`config.mk`:
```
export PLATFORM = sky130hd
export DESIGN_NAME = store_align_unit
export DESIGN_NICKNAME = d
export VERILOG_FILES = /design/src/rtl/store_align_pkg.sv /design/src/rtl/store_lane_pack.sv /design/src/rtl/store_beat_seq.sv /design/src/rtl/store_align_unit.sv
export SDC_FILE = /design/constraint.sdc
export NUM_CORES = 1
export LEC_CHECK = 0
export CORE_MARGIN = 5
export CORE_UTILIZATION = 48
export CTS_BUF_LIST = sky130_fd_sc_hd__clkbuf_4 sky130_fd_sc_hd__clkbuf_8 sky130_fd_sc_hd__clkbuf_16
export DETAILED_ROUTE_END_ITERATION = 8
export PLACE_DENSITY = 0.9
export SYNTH_ARGS = -nofsm -noshare
export SYNTH_HDL_FRONTEND = slang
export SYNTH_SLANG_ARGS = --single-unit
```
`constraint.sdc`:
```
create_clock -name clk -period 2.4 [get_ports clk]
set_input_delay 0.48 -clock clk [delete_from_list [all_inputs] [get_ports clk]]
set_output_delay 0.48 -clock clk [all_outputs]
set_load 0.005 [all_outputs]
```
`src/rtl/store_align_pkg.sv`:
```
package store_align_pkg;
  typedef enum logic [1:0] {
    ST_BYTE = 2'b00,
    ST_HALF = 2'b01,
    ST_WORD = 2'b10,
    ST_PAIR = 2'b11
  } st_op_e;
endpackage

```
`src/rtl/store_lane_pack.sv`:
```
module store_lane_pack
  import store_align_pkg::*;
#(
  parameter int DATA_W = 32,
  localparam int LANES = DATA_W / 8,
  localparam int OFS_W = $clog2(LANES)
) (
  input  st_op_e              op,
  input  logic [OFS_W-1:0]    ofs,
  input  logic                src_odd,
  input  logic [DATA_W-1:0]   src_data,
  output logic [LANES-1:0]    lane_be,
  output logic [DATA_W-1:0]   lane_data,
  output logic                misalign,
  output logic                pair_bad
);
  localparam int HALVES = LANES / 2;

  logic [LANES-1:0] be_byte, be_half;
  assign be_byte = LANES'(1) << ofs;
  assign be_half = LANES'(3) << ofs;

  always_comb begin
    lane_be   = '0;
    lane_data = src_data;
    misalign  = 1'b0;
    pair_bad  = 1'b0;
    unique case (op)
      ST_BYTE: begin
        lane_be   = be_byte;
        lane_data = {LANES{src_data[7:0]}};
      end
      ST_HALF: begin
        lane_be   = be_half;
        lane_data = {HALVES{src_data[15:0]}};
        misalign  = ofs[0];
      end
      ST_WORD: begin
        lane_be  = '1;
        misalign = (ofs != '0);
      end
      ST_PAIR: begin
        lane_be  = '1;
        misalign = (ofs != '0);
        pair_bad = src_odd;
      end
      default: ;
    endcase
  end
endmodule

```
`src/rtl/store_beat_seq.sv`:
```
module store_beat_seq #(
  parameter int ADDR_W = 32,
  parameter int DATA_W = 32,
  localparam int LANES = DATA_W / 8,
  localparam int OFS_W = $clog2(LANES)
) (
  input  logic              clk,
  input  logic              rst,
  input  logic              take,
  input  logic              is_pair,
  input  logic [ADDR_W-1:0] base_addr,
  input  logic [LANES-1:0]  first_be,
  input  logic [DATA_W-1:0] first_data,
  input  logic [DATA_W-1:0] second_data,
  input  logic              misalign,
  input  logic              pair_bad,
  output logic              can_take,
  output logic              wr_valid,
  output logic [ADDR_W-1:0] wr_addr,
  output logic [LANES-1:0]  wr_be,
  output logic [DATA_W-1:0] wr_data,
  output logic              addr_err,
  output logic              pair_err,
  output logic              busy
);
  logic              pend_q;
  logic              second_q;
  logic [ADDR_W-1:0] hold_addr_q;
  logic [DATA_W-1:0] hold_data_q;
  logic [ADDR_W-1:0] aligned;
  logic              any_err;
  logic              start_pair;

  assign aligned    = {base_addr[ADDR_W-1:OFS_W], {OFS_W{1'b0}}};
  assign any_err    = misalign | pair_bad;
  assign start_pair = is_pair & ~any_err;
  assign can_take   = ~pend_q;

  always_ff @(posedge clk) begin
    if (rst) begin
      pend_q      <= 1'b0;
      second_q    <= 1'b0;
      hold_addr_q <= '0;
      hold_data_q <= '0;
      wr_valid    <= 1'b0;
      wr_addr     <= '0;
      wr_be       <= '0;
      wr_data     <= '0;
      addr_err    <= 1'b0;
      pair_err    <= 1'b0;
      busy        <= 1'b0;
    end else if (pend_q) begin
      pend_q   <= 1'b0;
      second_q <= 1'b1;
      wr_valid <= 1'b1;
      wr_addr  <= hold_addr_q;
      wr_be    <= '1;
      wr_data  <= hold_data_q;
      addr_err <= 1'b0;
      pair_err <= 1'b0;
      busy     <= 1'b1;
    end else if (take) begin
      pend_q      <= start_pair;
      second_q    <= 1'b0;
      hold_addr_q <= aligned + ADDR_W'(LANES);
      hold_data_q <= second_data;
      wr_valid    <= ~any_err;
      wr_addr     <= aligned;
      wr_be       <= any_err ? '0 : first_be;
      wr_data     <= first_data;
      addr_err    <= misalign;
      pair_err    <= pair_bad;
      busy        <= start_pair;
    end else begin
      second_q <= 1'b0;
      wr_valid <= 1'b0;
      wr_be    <= '0;
      addr_err <= 1'b0;
      pair_err <= 1'b0;
      busy     <= 1'b0;
    end
  end

  AST_ERR_NO_STROBE: assert property (@(posedge clk) disable iff (rst)
    (addr_err || pair_err) |-> (!wr_valid && wr_be == '0));
  AST_PAIR_SECOND_BEAT: assert property (@(posedge clk) disable iff (rst)
    pend_q |=> (wr_valid && busy && wr_be == '1));
  AST_SECOND_ADDR_STEP: assert property (@(posedge clk) disable iff (rst)
    second_q |-> (wr_addr == $past(wr_addr) + ADDR_W'(LANES)));
  AST_BUSY_TWO_CYCLES: assert property (@(posedge clk) disable iff (rst)
    $rose(busy) |=> busy);
endmodule

```
`src/rtl/store_align_unit.sv`:
```
module store_align_unit
  import store_align_pkg::*;
#(
  parameter int ADDR_W = 32,
  parameter int DATA_W = 32,
  parameter int REG_W  = 5,
  localparam int LANES = DATA_W / 8,
  localparam int OFS_W = $clog2(LANES)
) (
  input  logic              clk,
  input  logic              rst,
  input  logic              req_valid,
  output logic              req_ready,
  input  logic [1:0]        req_op,
  input  logic [ADDR_W-1:0] req_addr,
  input  logic [REG_W-1:0]  req_src_idx,
  input  logic [DATA_W-1:0] req_data_even,
  input  logic [DATA_W-1:0] req_data_odd,
  output logic              wr_valid,
  output logic [ADDR_W-1:0] wr_addr,
  output logic [LANES-1:0]  wr_be,
  output logic [DATA_W-1:0] wr_data,
  output logic              addr_err,
  output logic              pair_err,
  output logic              busy
);
  st_op_e             op;
  logic [LANES-1:0]   lane_be;
  logic [DATA_W-1:0]  lane_data;
  logic               misalign;
  logic               pair_bad;
  logic               can_take;
  logic               take;

  assign op        = st_op_e'(req_op);
  assign req_ready = can_take;
  assign take      = req_valid & can_take;

  store_lane_pack #(.DATA_W(DATA_W)) pack_i (
    .op        (op),
    .ofs       (req_addr[OFS_W-1:0]),
    .src_odd   (req_src_idx[0]),
    .src_data  (req_data_even),
    .lane_be   (lane_be),
    .lane_data (lane_data),
    .misalign  (misalign),
    .pair_bad  (pair_bad)
  );

  store_beat_seq #(.ADDR_W(ADDR_W), .DATA_W(DATA_W)) seq_i (
    .clk         (clk),
    .rst         (rst),
    .take        (take),
    .is_pair     (op == ST_PAIR),
    .base_addr   (req_addr),
    .first_be    (lane_be),
    .first_data  (lane_data),
    .second_data (req_data_odd),
    .misalign    (misalign),
    .pair_bad    (pair_bad),
    .can_take    (can_take),
    .wr_valid    (wr_valid),
    .wr_addr     (wr_addr),
    .wr_be       (wr_be),
    .wr_data     (wr_data),
    .addr_err    (addr_err),
    .pair_err    (pair_err),
    .busy        (busy)
  );

  AST_ADDR_ALIGNED: assert property (@(posedge clk) disable iff (rst)
    wr_valid |-> (wr_addr[OFS_W-1:0] == '0));
  AST_BE_SHAPE: assert property (@(posedge clk) disable iff (rst)
    wr_valid |-> ($countones(wr_be) == 1 || $countones(wr_be) == 2 ||
                  $countones(wr_be) == LANES));
  AST_STALL_ONLY_IN_PAIR: assert property (@(posedge clk) disable iff (rst)
    !req_ready |-> (busy && wr_valid));
  AST_PAIR_ERR_NO_BUSY: assert property (@(posedge clk) disable iff (rst)
    pair_err |-> !busy);
endmodule

```
==> results.py, run 1 <==
metrics = {
    "placement": {
        "portBuffers": 172,
        "hpwl_mm": 14.04,
        "gp_congestion": 0.8794,
        "pre_cts_ws_ns": -0.2920,
        "place_inst": 1117,
    },
    "job": {
        "drv_cap": 0,
    },
    "sta": {
        "max_slew_margin": 0.5486,
        "timing.final.ws_setup_ns": 0.1133,
        "finalSetupTns_ns": 0,
        "finalClockSkew_ns": 0.005905,
        "finalCritPeriodShare": 0.9528,
        "slew_viol_final": 0,
        "hold_viol": 0,
        "rsz0062_at_grt": "false",
        "worstMarginPinSlew_ns": 0.6772,
        "timing.fmax_ghz": 0.4373,
        "setup_viol": 0,
        "layout_min_cycle_time_ns": 2.287,
    },
    "route": {
        "antenna_left": 0,
        "drc": 0,
        "wl_mm": 20.34,
        "drt_iter0_markers": 580,
        "via_per_inst": 5.748,
        "wire_per_inst_um": 17.72,
        "drtPass1Iterations": 6,
        "vias": 6599,
    },
    "power_and_ir_drop": {
        "power.density_nw_per_um2": 674.9,
        "ir_drop_v": 0.0005682,
        "p_leak_nw": 3.563,
        "power_mw": 6.039,
    },
    "global_routing": {
        "grt_max_degree": 70,
        "grt_usage": 0.2626,
        "grt_pass1_vias": 6295,
        "gr-total-overflow": 0,
        "antenna_found_initial": 0,
        "grt_pass1_wl_mm": 31.57,
    },
    "synthesis": {
        "synth_compound_area_frac": 0.1889,
        "async_flop_share": 0,
        "syn_avg_cell_area_um2": 7.948,
        "synth_flop_cell": "dfxtp_1",
        "synth-xor-area-share": 0.01280,
        "synth-seq-area-share": 0.4323,
        "synth-edff-count": 0,
        "synth_most_common_cell": "dfxtp_1",
        "ys_ff_latch": 133,
        "netlist_area_um2": 6160,
        "syn_inst": 775,
        "synth.area.top_cells": "dfxtp_1 (43%), mux2i_1 (9.9%), a21oi_1 (7.8%)",
        "synth_top_family_by_area": "simple AND/OR/NAND/NOR gates",
        "ys_warn_count": 0,
        "synth-simple-area-share": 0.2161,
        "yosys-top-cells-count": "dfxtp_1 (133), nor2_1 (127), nand2_1 (110), a21oi_1 (96), mux2i_1 (61)",
        "synth_fa_ha_area_frac": 0.002031,
        "synth.top_cell.area_share": 0.4323,
        "synthMuxAreaShare": 0.1010,
        "synth_cell_types": 44,
        "yosysTopAreaCell": "dfxtp_1",
    },
    "clock_network": {
        "postCtsSetupRepairBufs": 0,
        "clk_pin_slew_worst_paths_ns": 0.06,
        "tritoncts": "done",
        "cts_buffers": 17,
        "cts_hold_buffers": 0,
        "cts_resized": 0,
        "clk_latency_ns": 0.41,
        "clockRootBuffer": "clkbuf_16",
        "htree_levels": 4,
        "cts_sinks": 133,
        "clk_path_buf_depth": 2,
    },
    "worst_setup_path": {
        "worstReg2RegStart": "seq_i.pend_q$_SDFF_PP0_",
        "worstPathRequired_ns": 2.71,
        "reg2reg_depth": 5,
        "cp-start-kind": "primary input",
        "rrSetupSlack_ns": 0.44,
        "crit_fanout": 3,
        "cp-end-kind": "flop",
        "r2r_end": "seq_i.hold_addr_q[21]$_SDFFE_PP0P_",
        "crit_type": "primary input to flop",
        "worstPathArrival_ns": 2.59,
    },
    "worst_hold_path": {
        "min_path_cells": 2,
        "hold_path.class": "flop to flop",
        "hold_start": "seq_i.hold_data_q[11]$_SDFFE_PP0P_",
        "min_to": "seq_i.wr_data[11]$_SDFFE_PP0P_",
    },
    "floorplan": {
        "initial_core_util": 0.4881,
        "num_rows": 41,
        "ios": 179,
        "dieArea_um2": 15200,
        "core_area_um2": 12620,
        "die_w_um": 123.3,
        "die_h_um": 123.3,
    },
    "final_layout": {
        "instances_no_fill": 1148,
        "drive_above_1_share": 0.1014,
        "area_growth_pct": 45.28,
        "num-nets-final": 1071,
        "diodes": 0,
    },
    "run_status": {
        "status": "completed",
    },
}
through the flow:
| stage | util | hold WS (ns) | area [µm²] |
|---|---|---|---|
| CTS | 0.7091 | 0.4521 | 8949 |
| floorplan | - | 0.4321 | 6163 |
| global route | 0.7091 | 0.4692 | 8949 |
| finish | 0.7091 | 0.4509 | 8949 |
| global placement | 0.6606 | 0.4403 | 8337 |
| detailed placement | 0.6606 | 0.4437 | 8337 |
placed cells by master, fill, tap and decap left out, drive strengths merged, types with 5 or more instances in the layout:
cell / n
a211oi: 28
a21oi: 96
a311o: 8
a31oi: 11
buf: 62
clkbuf: 23
clkdlybuf4s50: 170
clkinv: 5
dfxtp: 133
inv: 10
mux2i: 61
nand2: 110
nand3: 13
nand4: 7
nor2: 127
o211ai: 7
o21ai: 21
o311ai: 6
or2: 5
or3: 9
or4: 13
xnor2: 8
kinds of logic after synthesis:
family                   after synthesis
XOR/XNOR                               9
AND/OR/NAND/NOR                      305
flip-flops                           133
adder cells (fa/ha/maj)                1
AO/OA/AOI/OAI                        191
other                                  1
buffers and inverters                 73
multiplexers                          62
sequential cells by signal, indices dropped and copies added (netlist names):
signal / flops
seq_i.wr_data: 32
seq_i.wr_valid: 1
seq_i.hold_data_q: 32
seq_i.addr_err: 1
seq_i.wr_be: 4
seq_i.pend_q: 1
seq_i.pair_err: 1
seq_i.busy: 1
seq_i.hold_addr_q: 30
seq_i.wr_addr: 30
worst max-delay path: stages:
cell and delay (ns):
clkdlybuf4s50_1 0.52, ha_1 0.18, nand4_1 0.17, or4_1 0.58, or3_1 0.39, a221oi_1 0.28
area by class of cell:
type                       instances  area (µm²)
sequential                       133        2666
tap                              172       215.2
clock buffer                      23       489.2
timing repair buffer             232        2192
multi-input combinational        570        3226
clock inverter                     8       122.6
fill                             947        3671
inverter                          10       37.54
routing by layer:
| layer | track usage | part of all wire |
|---|---|---|
| met2 | 0.4349 | 0.49 |
| met5 | 0 | 0 |
| met1 | 0.3218 | 0.39 |
| met4 | 0.1336 | 0.043 |
| met3 | 0.05627 | 0.080 |
power breakdown:
part | switching, mW | leakage [nW] | total [mW] | internal (mW)
combinational | 0.431 | 2.16 | 0.931 | 0.499
sequential | 0.0743 | 1.10 | 2.42 | 2.35
clock | 0.943 | 0.308 | 2.69 | 1.75
how the worst max path moves through the flow:
stage                     depth (start not counted)                                 end    startpoint  slack (ns)
final                                             6  seq_i.hold_addr_q[26]$_SDFFE_PP0P_   req_addr[2]        0.11
after global routing                              5  seq_i.hold_addr_q[27]$_SDFFE_PP0P_  req_addr[19]        0.02
after CTS                                         6  seq_i.hold_addr_q[26]$_SDFFE_PP0P_   req_addr[2]        0.12
after detailed placement                          6  seq_i.hold_addr_q[26]$_SDFFE_PP0P_   req_addr[2]       -0.29
after global placement                            7  seq_i.hold_addr_q[28]$_SDFFE_PP0P_   req_addr[2]       -0.19
after floorplan                                   6  seq_i.hold_addr_q[27]$_SDFFE_PP0P_  req_addr[19]        0.25
Power figures use the tool's default switching activity.
==> run 2, diff against run 1 <==
PLACE_DENSITY = 0.93   (was 0.9)
==> results.py, run 2 (same netlist as run 1, synthesis figures left out) <==
metrics = {
    "power_and_ir_drop": {
        "ir_drop_v": 0.0006472,
        "p_leak_nw": 3.578,
        "power.density_nw_per_um2": 706.3,
        "power_mw": 6.364,
    },
    "global_routing": {
        "grtUsageMet2": 0.4570,
        "grt_pass1_vias": 6402,
        "antenna_found_initial": 0,
        "grt_max_degree": 101,
        "grt_usage": 0.2752,
        "gr-total-overflow": 0,
        "gr-usage-met1": 0.3280,
        "grt_pass1_wl_mm": 32.49,
        "grtUsageMet3": 0.07685,
        "busiest_layer": "met2",
    },
    "run_status": {
        "status": "completed",
    },
    "route": {
        "via_per_inst": 5.823,
        "drtPass1Iterations": 6,
        "wl_mm": 21.08,
        "drt_iter0_markers": 772,
        "drc": 0,
        "wire_per_inst_um": 18.38,
        "antenna_left": 0,
        "vias": 6679,
    },
    "clock_network": {
        "tritoncts": "done",
        "clk_pin_slew_worst_paths_ns": 0.06,
        "clk_latency_ns": 0.43,
        "postCtsSetupRepairBufs": 0,
        "cts_hold_buffers": 0,
        "cts_buffers": 17,
        "cts_resized": 0,
        "cts_sinks": 133,
        "htree_levels": 4,
        "clockRootBuffer": "clkbuf_16",
        "clk_path_buf_depth": 2,
    },
    "floorplan": {
        "core_area_um2": 12620,
        "dieArea_um2": 15200,
        "initial_core_util": 0.4881,
        "die_h_um": 123.3,
        "die_w_um": 123.3,
        "ios": 179,
        "num_rows": 41,
    },
    "worst_setup_path": {
        "crit_type": "primary input to flop",
        "r2r_end": "seq_i.hold_addr_q[29]$_SDFFE_PP0P_",
        "critical_path.startpoint": "req_addr[2]",
        "worstPathRequired_ns": 2.74,
        "worstReg2RegStart": "seq_i.pend_q$_SDFF_PP0_",
        "reg2reg_depth": 5,
        "rrSetupSlack_ns": 0.38,
        "cp-end-kind": "flop",
        "crit_path_end": "seq_i.hold_addr_q[22]$_SDFFE_PP0P_",
        "crit_fanout": 7,
        "cp-start-kind": "primary input",
        "worstPathArrival_ns": 2.62,
    },
    "final_layout": {
        "multi_input_area_um2": 3226,
        "reg_top3": "seq_i.hold_data_q (32), seq_i.wr_data (32)",
        "fill_cells": 913,
        "diodes": 0,
        "final_cell_mix": "clkdlybuf4s50_1 (170), dfxtp_1 (132), nor2_1 (127)",
        "drive_above_1_share": 0.1005,
        "regArea_um2": 2666,
        "num-nets-final": 1069,
        "utilization": 0.7141,
        "area_growth_pct": 46.29,
        "final_common_cell": "clkdlybuf4s50_1",
    },
    "job": {
        "drv_cap": 0,
    },
    "sta": {
        "timing.fmax_ghz": 0.4386,
        "max_slew_margin": 0.5249,
        "fin_hold_ws_ns": 0.4434,
        "rsz0062_at_grt": "false",
        "layout_min_cycle_time_ns": 2.280,
        "slew_viol_final": 0,
        "setup_viol": 0,
        "hold_viol": 0,
        "finalClockSkew_ns": 0.005067,
        "finalSetupTns_ns": 0,
        "finalCritPeriodShare": 0.9499,
        "worstMarginPinSlew_ns": 0.7127,
    },
    "placement": {
        "gp_congestion": 0.8790,
        "portBuffers": 172,
        "hpwl_mm": 14.24,
    },
    "worst_hold_path": {
        "min_path_cells": 2,
        "hold_path.class": "primary input to flop",
    },
}
run 2: worst min-delay path by stage:
stage / from / end / slack, ns
floorplan: seq_i.hold_data_q[10]$_SDFFE_PP0P_ / seq_i.wr_data[10]$_SDFFE_PP0P_ / 0.43
global placement: seq_i.hold_data_q[14]$_SDFFE_PP0P_ / seq_i.wr_data[14]$_SDFFE_PP0P_ / 0.44
detailed placement: seq_i.hold_data_q[15]$_SDFFE_PP0P_ / seq_i.wr_data[15]$_SDFFE_PP0P_ / 0.45
CTS: rst / seq_i.wr_data[23]$_SDFFE_PP0P_ / 0.43
global route: rst / seq_i.wr_data[23]$_SDFFE_PP0P_ / 0.44
finish: rst / seq_i.wr_data[23]$_SDFFE_PP0P_ / 0.44
run 2: metrics by stage:
step	worst slack [ns]	instances	cell area, µm²
finish	0.1202	1147	9011
global route	0.06790	1147	9011
CTS	0.1435	1147	9011
detailed placement	-0.2286	1115	8322
global placement	-0.1842	1115	8322
floorplan	0.2453	776	6163
run 2: layout make-up:
cell class,count,area share
clock inverter,12,0.02472
multi-input combinational,570,0.3580
timing repair buffer,230,0.2416
inverter,10,0.004166
sequential,133,0.2959
clock buffer,20,0.05179
tap,172,0.02388
run 2: power by group:
part           total, mW  switching, mW  internal [mW]
registers           2.42         0.0752           2.35
clock network       3.00          0.974           2.03
logic              0.939          0.441          0.498
run 2: layer usage:
| metal | vias up | wire length, µm |
|---|---|---|
| li1 | 3094 | - |
| met5 | - | 0 |
| met1 | 3144 | 8081 |
| met4 | 0 | 888 |
| met2 | 363 | 10280 |
| met3 | 78 | 1829 |
run 2: worst max-delay path, cell delays in order:
cell	delay (ns)
clkdlybuf4s50_1	0.49
ha_1	0.18
nand4_1	0.18
buf_4	0.21
or3_1	0.44
or4_1	0.44
a31oi_1	0.20
